`config.mk`:
```
export PLATFORM = sky130hd
export DESIGN_NAME = ocp_timer_ctrl
export DESIGN_NICKNAME = d
export VERILOG_FILES = /design/src/rtl/ocp_pkg.sv /design/src/rtl/ocp_tick_gen.sv /design/src/rtl/ocp_window_cnt.sv /design/src/rtl/ocp_boost_ctl.sv /design/src/rtl/ocp_out_ctl.sv /design/src/rtl/ocp_timer_ctrl.sv
export SDC_FILE = /design/constraint.sdc
export NUM_CORES = 1
export LEC_CHECK = 0
export BUFFER_PORTS_ARGS = -buffer_cell sky130_fd_sc_hd__buf_2
export CAP_MARGIN = 5
export CORE_MARGIN = 3
export CORE_UTILIZATION = 32
export DETAILED_ROUTE_END_ITERATION = 10
export SLEW_MARGIN = 15
export SYNTH_ARGS = -nofsm -noshare
export SYNTH_HDL_FRONTEND = slang
export SYNTH_SLANG_ARGS = --single-unit
```
`constraint.sdc`:
```
create_clock -name clk -period 2 [get_ports clk]
set_input_delay 0.1 -clock clk [delete_from_list [all_inputs] [get_ports clk]]
set_output_delay 0.1 -clock clk [all_outputs]
set_load 0.02 [all_outputs]
```
`src/rtl/ocp_pkg.sv`:
```
package ocp_pkg;

  typedef enum logic {
    LIM_NOM    = 1'b0,
    LIM_RAISED = 1'b1
  } limit_sel_e;

  function automatic int quarter_of(input int ticks);
    return ticks >> 2;
  endfunction

endpackage

```
`src/rtl/ocp_tick_gen.sv`:
```
module ocp_tick_gen #(
  parameter int PRESCALE = 1000
) (
  input  logic clk,
  input  logic rst,
  input  logic run_i,
  output logic tick_o
);
  localparam int PW = (PRESCALE > 1) ? $clog2(PRESCALE) : 1;
  localparam logic [PW-1:0] LAST = PW'(PRESCALE - 1);

  logic [PW-1:0] pre_q;

  // phase restarts at every event start so the window is edge-exact
  always_ff @(posedge clk) begin
    if (rst || !run_i) pre_q <= '0;
    else if (pre_q == LAST) pre_q <= '0;
    else pre_q <= pre_q + 1'b1;
  end

  assign tick_o = run_i && (pre_q == LAST);

  AST_PRE_BOUND: assert property (@(posedge clk) disable iff (rst)
    pre_q <= LAST);

endmodule

```
`src/rtl/ocp_window_cnt.sv`:
```
module ocp_window_cnt #(
  parameter int TRIP_TICKS = 45
) (
  input  logic clk,
  input  logic rst,
  input  logic run_i,
  input  logic tick_i,
  output logic quarter_hit_o,
  output logic trip_hit_o
);
  import ocp_pkg::*;

  localparam int QUARTER = quarter_of(TRIP_TICKS);
  localparam int CW = $clog2(TRIP_TICKS + 1);
  localparam logic [CW-1:0] Q_LAST = CW'(QUARTER - 1);
  localparam logic [CW-1:0] T_LAST = CW'(TRIP_TICKS - 1);
  localparam logic [CW-1:0] T_MAX  = CW'(TRIP_TICKS);

  logic [CW-1:0] cnt_q;

  always_ff @(posedge clk) begin
    if (rst || !run_i) cnt_q <= '0;
    else if (tick_i) cnt_q <= cnt_q + 1'b1;
  end

  assign quarter_hit_o = tick_i && (cnt_q == Q_LAST);
  assign trip_hit_o    = tick_i && (cnt_q == T_LAST);

  AST_CNT_BOUND: assert property (@(posedge clk) disable iff (rst)
    cnt_q <= T_MAX);

endmodule

```
`src/rtl/ocp_boost_ctl.sv`:
```
module ocp_boost_ctl (
  input  logic clk,
  input  logic rst,
  input  logic run_i,
  input  logic start_i,
  input  logic boost_req_i,
  input  logic quarter_hit_i,
  output logic limit_hi_o,
  output logic boost_clr_o
);
  logic limit_hi_q, boost_clr_q;
  logic armed, raise_nx, clr_nx;

  // arm bit sampled only on the first edge of an event
  always_comb begin
    armed    = limit_hi_q || (start_i && boost_req_i);
    raise_nx = run_i && armed && !quarter_hit_i;
    clr_nx   = run_i && armed && quarter_hit_i;
  end

  always_ff @(posedge clk) begin
    if (rst) begin
      limit_hi_q  <= 1'b0;
      boost_clr_q <= 1'b0;
    end else begin
      limit_hi_q  <= raise_nx;
      boost_clr_q <= clr_nx;
    end
  end

  assign limit_hi_o  = limit_hi_q;
  assign boost_clr_o = boost_clr_q;

  AST_CLR_AFTER_RAISE: assert property (@(posedge clk) disable iff (rst)
    boost_clr_q |-> !limit_hi_q);

  AST_RAISE_ONLY_ARMED: assert property (@(posedge clk) disable iff (rst)
    $rose(limit_hi_q) |-> $past(boost_req_i));

endmodule

```
`src/rtl/ocp_out_ctl.sv`:
```
module ocp_out_ctl (
  input  logic clk,
  input  logic rst,
  input  logic enable_i,
  input  logic fault_clr_i,
  input  logic trip_hit_i,
  output logic out_en_o,
  output logic fault_o,
  output logic out_off_o
);
  logic fault_q, out_en_q, out_off_q;
  logic fault_nx, en_nx;

  always_comb begin
    fault_nx = trip_hit_i || (fault_q && !fault_clr_i);
    en_nx    = enable_i && !fault_nx;
  end

  always_ff @(posedge clk) begin
    if (rst) begin
      fault_q   <= 1'b0;
      out_en_q  <= 1'b0;
      out_off_q <= 1'b1;
    end else begin
      fault_q   <= fault_nx;
      out_en_q  <= en_nx;
      out_off_q <= !en_nx;
    end
  end

  assign out_en_o  = out_en_q;
  assign fault_o   = fault_q;
  assign out_off_o = out_off_q;

  AST_TRIP_SETS_FAULT: assert property (@(posedge clk) disable iff (rst)
    trip_hit_i |=> (fault_q && !out_en_q));

  AST_FAULT_HOLDS: assert property (@(posedge clk) disable iff (rst)
    (fault_q && !fault_clr_i) |=> fault_q);

  AST_EN_BLOCKED: assert property (@(posedge clk) disable iff (rst)
    (fault_q && !fault_clr_i) |=> !out_en_q);

  AST_FAULT_OFF: assert property (@(posedge clk) disable iff (rst)
    fault_q |-> out_off_q);

endmodule

```
`src/rtl/ocp_timer_ctrl.sv`:
```
module ocp_timer_ctrl #(
  parameter int PRESCALE   = 1000,
  parameter int TRIP_TICKS = 45
) (
  input  logic clk,
  input  logic rst,
  input  logic over_limit_i,
  input  logic enable_i,
  input  logic boost_req_i,
  input  logic fault_clr_i,
  output logic out_en_o,
  output logic limit_sel_o,
  output logic ocp_fault_o,
  output logic out_off_o,
  output logic boost_clr_o
);
  import ocp_pkg::*;

  logic active, in_evt_q, start;
  logic tick, quarter_hit, trip_hit, limit_hi;
  limit_sel_e lim_sel;

  assign active = over_limit_i && out_en_o;
  assign start  = active && !in_evt_q;

  always_ff @(posedge clk) begin
    if (rst) in_evt_q <= 1'b0;
    else in_evt_q <= active;
  end

  ocp_tick_gen #(.PRESCALE(PRESCALE)) i_tick (
    .clk(clk), .rst(rst), .run_i(active), .tick_o(tick)
  );

  ocp_window_cnt #(.TRIP_TICKS(TRIP_TICKS)) i_window (
    .clk(clk), .rst(rst), .run_i(active), .tick_i(tick),
    .quarter_hit_o(quarter_hit), .trip_hit_o(trip_hit)
  );

  ocp_boost_ctl i_boost (
    .clk(clk), .rst(rst), .run_i(active), .start_i(start),
    .boost_req_i(boost_req_i), .quarter_hit_i(quarter_hit),
    .limit_hi_o(limit_hi), .boost_clr_o(boost_clr_o)
  );

  ocp_out_ctl i_out (
    .clk(clk), .rst(rst), .enable_i(enable_i), .fault_clr_i(fault_clr_i),
    .trip_hit_i(trip_hit), .out_en_o(out_en_o), .fault_o(ocp_fault_o),
    .out_off_o(out_off_o)
  );

  assign lim_sel     = limit_hi ? LIM_RAISED : LIM_NOM;
  assign limit_sel_o = lim_sel;

  AST_TRIP_NEEDS_EVENT: assert property (@(posedge clk) disable iff (rst)
    $rose(ocp_fault_o) |-> $past(over_limit_i));

endmodule

```
### Word level (Yosys, flattened, before mapping)

Cells that the tools add are included.

* input port bits: 6
* word-level logic and storage cells: 35
* register bits: 22
* output and inout port bits: 5

* equal/unequal tests: 3
* reduce and logical (&&, ||, !) cells: 21
* muxes and demuxes: 1
* add/subtract/negate cells: 2

Operators with widths (count)
* 1-bit logical AND: 11
* 10-bit by 1-bit adder with 10-bit output, second input constant: 1
* 10-bit == test, second input constant: 1
* 6-bit by 1-bit adder with 6-bit output, second input constant: 1
* 6-bit by 4-bit == test with 1-bit output, second input constant: 1
* 6-bit == test, second input constant: 1
* 1-bit logical NOT: 6
* 1-bit logical OR: 3
* 2-bit OR reduction: 1
* 1-bit 2-to-1 mux: 1

### Depth between registers and ports, before layout

Gate-level depths: netlist (run 1).

* depth in word-level cells: 7
* gate-level depth with buffers: 6
* mapped depth without buffers: 5

### Cells and area by module

Synthesis (run 1) repeated with hierarchy kept, for this count alone.

* cell total of the unflattened synthesis: 104
* area, all modules: 977.2 um^2

Modules (own cells, without submodules)
* ocp_tick_gen: sequential area each 200.2 um^2, area an instance 460.4 um^2, times used 1, cells an instance 52
* ocp_window_cnt: sequential area each 120.1 um^2, area an instance 301.5 um^2, times used 1, cells an instance 34
* ocp_out_ctl: sequential area each 60.1 um^2, area an instance 101.3 um^2, times used 1, cells an instance 8
* ocp_boost_ctl: sequential area each 40.0 um^2, area an instance 68.8 um^2, times used 1, cells an instance 6
* ocp_timer_ctrl: sequential area each 20.0 um^2, area an instance 45.0 um^2, times used 1, cells an instance 4

### Least setup slack after synthesis (run 1)

OpenSTA, ideal clock, no wires.

* path kind: register to register
* from: register i_tick.pre_q[3]
* to: register i_window.cnt_q[4]
* path buffers: 0
* required time: 1.930 ns
* clock period less this slack: 1.453 ns
* setup slack: 0.547 ns
* cell stages (with the launch flop): 5
* arrival: 1.383 ns
* library setup time: 0.070 ns
* cell sequence: dfxtp_1 -> and4bb_4 -> nand3_4 -> or4_1 -> a21oi_1

* word-level cells in the longest chain between the ends: 2

RTL lines
* from (decl): RTL line ocp_tick_gen.sv:12 `logic [PW-1:0] pre_q;`
* from (signal assigned): RTL line ocp_tick_gen.sv:18 `else pre_q <= pre_q + 1'b1;`
* 10-bit == test: RTL line ocp_tick_gen.sv:21 `assign tick_o = run_i && (pre_q == LAST);`
* 1-bit logical AND: RTL line ocp_tick_gen.sv:21
* to (signal assigned): RTL line ocp_window_cnt.sv:23 `else if (tick_i) cnt_q <= cnt_q + 1'b1;`
* to (decl): RTL line ocp_window_cnt.sv:19 `logic [CW-1:0] cnt_q;`

Every way passes these cells.
A chain may end at the register's enable or synchronous reset.

### Worst setup path after layout (run 1)

* from: register i_tick.pre_q[5]
* to: register i_window.cnt_q[4]

Same word-level chain as after synthesis.

==> results.txt, run 1 <==
The flow ran to the end, and the final reports show no timing, DRC or antenna violations. Class of the most critical setup path: reg2reg. The most critical setup path has its endpoint at i_window.cnt_q[4]$_SDFFE_PP0P_. Entering global routing, the biggest net connects 13 pins.

The count of nets left with antenna violations once routing finished came out at 0. The die area came out at 0.00376 sq mm. The switching power summed over all nets came out at 140 uW.

Compared with the post-synthesis result, the final layout area differs by 11.9%. The clock transition time at the flip-flop clock pins of the worst setup and hold paths works out to 0.12 ns. After detailed routing, the average wire length per cell comes to 11.7 um.

The first global-routing pass estimated 2930 um of wire. The worst setup path is captured at a flop. The count of synthesis-stage warnings from yosys came out at 0.

For the pin with the worst max-slew slack, the measured transition is 0.330 ns. The critical path launch point is i_tick.pre_q[5]$_SDFF_PP0_. The run gives 3 as the number of buffers created by CTS. In this run, flip-flops and latches consume 63.1% of the power. The post-CTS setup repair buffer count is 0, and the proportion of register bits with asynchronous set or reset after synthesis is 0%. The root buffer cell is clkbuf_4. The first detailed-routing pass took 4 iterations.

The maximum fanout count along the critical path is 9, and the total half-perimeter wirelength after legalization and detailed placement is 1330 um. Count of clock tree sinks: 22. For the combinational group share of total power, the log shows 2.9%.

The number of enable flip-flop cells after synthesis is 0, and the number of pins with negative max-slew slack in the final report is 0. The buffer depth of the longest clock path was 2. Measured in cells, the most critical reg-to-reg path has a length of 4.

The number of buffers added on ports came out at 10. The arrival time reported for the critical path endpoint is 1.91 ns, and the minimum period implied by the final worst setup slack is 1.67 ns. At the worst endpoint, the required time is 2.24 ns. Peak supply drop: 287 uV. Cell internal power was estimated by the tool at 562 uW.

For the max-capacitance violation count, the log shows 0. The number of fill cells in the layout is 276, and the portion of the post-synthesis area used by sequential elements is 45.0%. The final setup violation count is 0, and the share of total power consumed by net switching is 20.0%. The worst register-to-register path ends at i_window.cnt_q[4]$_SDFFE_PP0P_. The clock network accounts for 34.0% of the total power. Routed via count divided by cell count: 5.05. Power spread over the standard cell area amounts to 641 mW/mm^2.

For the initial antenna violation count, the log shows 0. Element type at the critical path start: a flop. The tightest min-delay check is of the in2reg type.

In the final layout, the share of cells above drive strength 1 is 19.7%. Beginning of the worst register-to-register path: i_tick.pre_q[5]$_SDFF_PP0_. Cells fill 38.7% of the core in the end. After technology mapping, the gate count stands at 104.

The run gives 440 sq um as the area taken by flip-flops and latches. The tools report the top-level I/O count as 11. After synthesis the cells add up to 980 sq um. The congestion estimate from routability-driven global placement came to 0.780. After floorplanning, the core was sized to cover 0.00283 sq mm. The number of failing hold endpoints at the final stage was 0.

Synthesis produced a netlist with a net count of 114. The prevailing post-synth register cell is dfxtp_1. The post-layout net count is 128, and the routed wire length is 1730 um. The number of antenna diodes in the final layout is 0. The H-tree level count came out at 1. The global-route usage over all layers came out at 10.3%. The chip height was 61.3 um. The logs give 0 for the number of resized instances in the post-cts repair step and 0.33 ns for the register-to-register setup slack. For the final database, setup skew stands at 0.00115 ns. The tools report the source-to-sink clock delay at the later pin of the worst-skew pair as 0.30 ns. TritonCTS built the clock tree. The netlist uses 34 different library cells. The die width is 61.3 um. The per-instance average area after synthesis works out to 9.42 sq um.

For the total number of placement rows, the log shows 19. Setup repair after global routing left no endpoint under its margin. Sum of negative setup slack: 0 ns. The static power due to leakage was 0.396 nW; the sum of overflow across all layers after global routing was 0. The multi-input combinational cells in the finished layout cover a total of 502 sq um. After synthesis the netlist holds a flip-flop and latch count of 22.

The run gives 28 as the initial detailed-routing violation count. The via count of the first global-routing pass is 710. In the routed design, unresolved DRC markers number 0. The initial utilization of the core area, before any placement, comes to 34.6%. The share of the cycle needed by the critical path after routing was 83.5%. For the maximum clock rate, the log shows 599 MHz. The logs give 748 for the vias after detailed routing and 77.8% for the worst max-slew margin expressed relative to the limit.
sequential cells by signal, summed over array words and instances, names as in the netlist:
| signal | count |
|---|---|
| i_out.out_off_o | 1 |
| i_out.fault_o | 1 |
| in_evt_q | 1 |
| i_window.cnt_q | 6 |
| i_boost.limit_hi_o | 1 |
| i_tick.pre_q | 10 |
| i_boost.boost_clr_o | 1 |
| i_out.out_en_o | 1 |
area by class of cell:
type | count | area share, %
inverter | 5 | 1.71
timing repair buffer | 11 | 5.48
tap | 31 | 3.54
clock buffer | 4 | 3.31
sequential | 22 | 40.2
multi-input combinational | 75 | 45.8
how the worst min path moves through the flow:
| stage | startpoint | endpoint | slack, ns | cells after the start |
|---|---|---|---|---|
| floorplan | rst | i_out.out_en_o$_SDFF_PP0_ | 0.18 | 1 |
| global placement | rst | i_out.out_en_o$_SDFF_PP0_ | 0.30 | 2 |
| detailed placement | rst | i_out.out_en_o$_SDFF_PP0_ | 0.31 | 2 |
| CTS | enable_i | i_out.out_en_o$_SDFF_PP0_ | 0.04 | 2 |
| global route | enable_i | i_out.out_en_o$_SDFF_PP0_ | 0.03 | 2 |
| finish | enable_i | i_out.out_en_o$_SDFF_PP0_ | 0.06 | 2 |
cells in the final DEF (no fill, tap or decap), types with 2 or more instances in the layout:
| master | n |
|---|---|
| nor2b_1 | 3 |
| ha_1 | 4 |
| nor4b_1 | 2 |
| xor2_1 | 3 |
| inv_1 | 5 |
| dfxtp_1 | 22 |
| nor3_1 | 2 |
| and3_1 | 3 |
| xnor2_1 | 4 |
| nor2_1 | 11 |
| buf_2 | 10 |
| a21oi_1 | 7 |
| nand4_1 | 3 |
| and3_2 | 2 |
| o21ai_0 | 3 |
| clkbuf_4 | 3 |
| nand2_1 | 6 |
| nand3_1 | 6 |
critical path, stage by stage, from the launching register on:
cell	delay (ns)
dfxtp_1	0.41
and4_1	0.38
nand3_4	0.17
or4_1	0.49
a21oi_1	0.15
per-layer routing:
metal  vias up  part of all wire, %  wire length, um  global-route usage, %
met5         -                    0                0                      0
met2        11                   49              848                   17.8
li1        394                    -                -                      -
met1       343                   48              827                   12.6
met4         0                    0                0                   1.82
met3         0                  3.1               54                   3.77
cell usage after synthesis, drive strengths merged, types with 2 or more instances:
cell / count / area share (%)
dfxtp: 22 / 45
nor2: 11 / 4.2
a21oi: 7 / 3.6
nand3: 7 / 4.9
nand2: 6 / 2.3
and3: 5 / 3.4
inv: 5 / 1.9
ha: 4 / 5.1
xnor2: 4 / 3.6
nand4: 3 / 1.9
nor2b: 3 / 1.9
o21ai: 3 / 1.5
xor2: 3 / 2.7
buf: 2 / 1.9
nor3: 2 / 1.0
nor4b: 2 / 1.8
or3: 2 / 1.4
what timing repair did:
| action | in CTS | in global routing |
|---|---|---|
| endpoints found under the setup margin | 0 | 0 |
| hold buffers | 1 | 0 |
| endpoints found under the hold margin | 2 | 0 |
metrics by stage:
| step | total power, mW | hold slack (ns) | setup WS [ns] | area (sq um) | instances |
|---|---|---|---|---|---|
| 6_report | 0.703 | 0.0598 | 0.330 | 1100 | 148 |
| 5_1_grt | 0.748 | 0.0300 | 0.230 | 1100 | 148 |
| 4_1_cts | 0.723 | 0.0382 | 0.307 | 1100 | 148 |
| 3_5_place_dp | 0.473 | 0.306 | 0.354 | 1050 | 143 |
| 3_3_place_gp | 0.472 | 0.302 | 0.429 | 1050 | 143 |
| 2_1_floorplan | 0.464 | 0.177 | 0.547 | 980 | 104 |
cells by family (layout without fill, tap and decap cells):
logic type / count (synthesis) / count (layout) / share of synthesized area, %
buf+inv: 7 / 20 / 3.83
simple gates: 49 / 49 / 30.1
fa+ha+maj: 4 / 4 / 5.11
flops: 22 / 22 / 45.0
xor+xnor: 7 / 7 / 6.26
compound gates: 15 / 15 / 9.71
power by group through the flow:
stage                     registers [mW]  logic [mW]  clock network [mW]
after global routing               0.444      0.0225               0.281
after floorplan                    0.457     0.00733                   0
final                              0.444      0.0202               0.239
after detailed placement           0.454      0.0190                   0
after CTS                          0.444      0.0205               0.258
after global placement             0.453      0.0189                   0
Power figures use the tool's default switching activity.
==> run 2: changes to the inputs <==
clock period = 1.5 ns   (was 2 ns; I/O delays follow)
==> results.txt, run 2 (synthesis gave the netlist of run 1 again) <==
The count of clock tree sinks came out at 22 (unchanged). The final core utilization came out at 42.5% (+3.8 points). The sum of negative setup slack came out at 0 ns (unchanged).

Commonest non-fill, non-tap cell in the layout: dfxtp_1. The power density over cell area is 793 mW/mm^2 (+24%). The die width works out to 61.3 um (unchanged).

Instance count along the most critical hold path: 3 (+1). The logs give 75.6% (-2.3 points) for the worst max-slew margin expressed relative to the limit and 11.3% (+0.91 points) for the global-route usage over all layers. The tools report the peak supply drop as 468 uV (+63%). The slew at the pin closest to its max-slew limit was 0.365 ns (+0.0351 ns).

Root buffer cell: clkbuf_4. The run gives 11 (unchanged) as the top-level I/O count. The logs give 805 (+7.6%) for the vias after detailed routing and 0 (unchanged) for the final setup violation count. The run gives 0 (unchanged) as the DRC violations left.

The count of nets left with antenna violations after detail routing was 0 (unchanged). The instance count after placement with tap cells included is 153 (+7.0%). The number of buffers added on ports came out at 10 (unchanged). Setup repair after global routing could not meet its margin everywhere. The starting density of the core is 34.6% (unchanged). The H-tree level count is 1 (unchanged), and the routed wire length is 1900 um (+9.9%).

The hold slack was 0.121 ns (+0.0617 ns). The kind of path behind the tightest hold check is in2reg. The worst reg-to-reg path cell count is 4 (unchanged). The minimum period implied by the final worst setup slack is 1.49 ns (-0.184 ns).

The run gives 140 (+9.4%) as the post-layout net count. The number of pins with negative max-slew slack in the final report is 0 (unchanged), and the antenna diode count is 0 (unchanged). The worst register-to-register path begins at i_tick.pre_q[4]$_SDFF_PP0_. For the initial detailed-routing violation count, the log shows 20 (-29%). The logs give 0 (unchanged) for the sum of overflow across all layers after global routing and 0.00419 ns (+0.00304 ns) for the final setup skew. The wire length per cell after detailed routing works out to 11.9 um (+1.6%). The run gives 4 (unchanged) as the iteration count of the initial detailed-routing pass.

The worst setup path is of the reg2reg kind. The routed via count divided by cell count was 5.03 (-0.45%). In this run the worst setup path begins at i_tick.pre_q[4]$_SDFF_PP0_.

The initial antenna violation count is 0 (unchanged). Non-filler instance count after layout: 160 (+8.1%). Counting flops per register, the top entry is i_tick.pre_q.

The wire length of the first global-routing pass is 3190 um (+8.7%). The core area is 0.00283 sq mm (unchanged), and the area added between synthesis and finish is 22.9%. The run gives 13 (unchanged) as the maximum number of pins on one net before global-route repair. The tools report the total number of placement rows as 19 (unchanged). The run finished with clean final reports. The chip height works out to 61.3 um (unchanged).

Source-to-sink clock delay at the later pin of the worst-skew pair: 0.31 ns (about the same). The logs give 673 MHz (+12%) for the maximum clock rate and 1.74 ns (-0.17 ns) for the arrival time reported for the critical path endpoint. The buffer depth of the longest clock path was 2 (unchanged).

TritonCTS built the clock tree. The number of failing hold endpoints at the final stage came out at 0 (unchanged). Number of buffers created by CTS: 3 (unchanged).

The tools report the kind of capture point of the worst setup path as a flop. The run gives 754 (+6.2%) as the via count of the first global-routing pass. Maximum fanout count along the critical path: 5 (-4). The die area is 0.00376 sq mm (unchanged). The critical hold path startpoint is fault_clr_i. In the final layout, the registers with the most flip-flops are i_tick.pre_q (10), i_window.cnt_q (6). For the register-to-register setup slack, the log shows 0.01 ns (-0.32 ns).

Total half-perimeter wirelength after legalization and detailed placement: 1420 um (+7.0%). The share of the cycle needed by the critical path after routing is 99.1% (+16 points). For the max-capacitance violation count, the log shows 0 (unchanged).

The worst setup path is launched from a flop. The weighted congestion reported at the end of routability-driven placement is 0.724 (-7.2%), and the share of layout cells above drive strength 1 is 31.0% (+11 points). The critical path required time was 1.75 ns (-0.49 ns). The flip-flop count of the largest register, all copies and words added works out to 10 (unchanged). The top cell types in the final layout, fill and taps aside, are dfxtp_1, nor2_1, buf_4, buf_2. Clock transition time at the flip-flop clock pins of the worst setup and hold paths: 0.13 ns (about the same).

For the static power due to leakage, the log shows 0.455 nW (+15%).
run 2: what timing repair did:
item                                    4_1_cts  5_1_grt
hold endpoints to repair                      2        2
setup buffers                                 0        1
resized for setup                             2        5
endpoints found under the setup margin        1        2
hold buffers                                  1        1
pin swaps                                     0        2
run 2: area by class of cell:
| cell class | count | area (sq um) |
|---|---|---|
| clock buffers | 4 | 36.3 |
| fillers | 291 | 1630 |
| inverters | 5 | 18.8 |
| multi-input cells | 75 | 514 |
| flip-flops and latches | 22 | 443 |
| well taps | 31 | 38.8 |
| repair buffers | 23 | 153 |
run 2: worst max-delay path, stage by stage, from the launching register on:
cell	delay, ns
dfxtp_2	0.36
and4bb_4	0.36
nand3_4	0.10
or4_4	0.49
a21oi_2	0.12
run 2: metrics by stage:
stage	power (mW)	worst slack [ns]	cell area [sq um]
final	0.954	0.0132	1200
after global routing	1.00	-0.00494	1200
after CTS	0.969	0.00427	1170
after detailed placement	0.632	-0.0145	1120
after global placement	0.632	0.0527	1120
after floorplan	0.618	0.0470	980
run 2: layer usage:
metal  global-route usage [%]  vias to the layer above  share of wire, %
li1                         -                      417                 -
met1                     14.1                      373                48
met2                     18.6                       15                49
met3                     3.77                        0               3.6
met4                     3.03                        0                 0
met5                        0                        -                 0
run 2: final timing paths:
path                                     to
max          i_window.cnt_q[4]$_SDFFE_PP0P_
min                i_out.fault_o$_SDFF_PP0_
max reg2reg  i_window.cnt_q[4]$_SDFFE_PP0P_
min reg2reg  i_window.cnt_q[5]$_SDFFE_PP0P_
run 2: power by group:
group / switching (mW) / internal (mW)
clock network: 0.183 / 0.148
logic: 0.0156 / 0.0164
registers: 0.00223 / 0.589
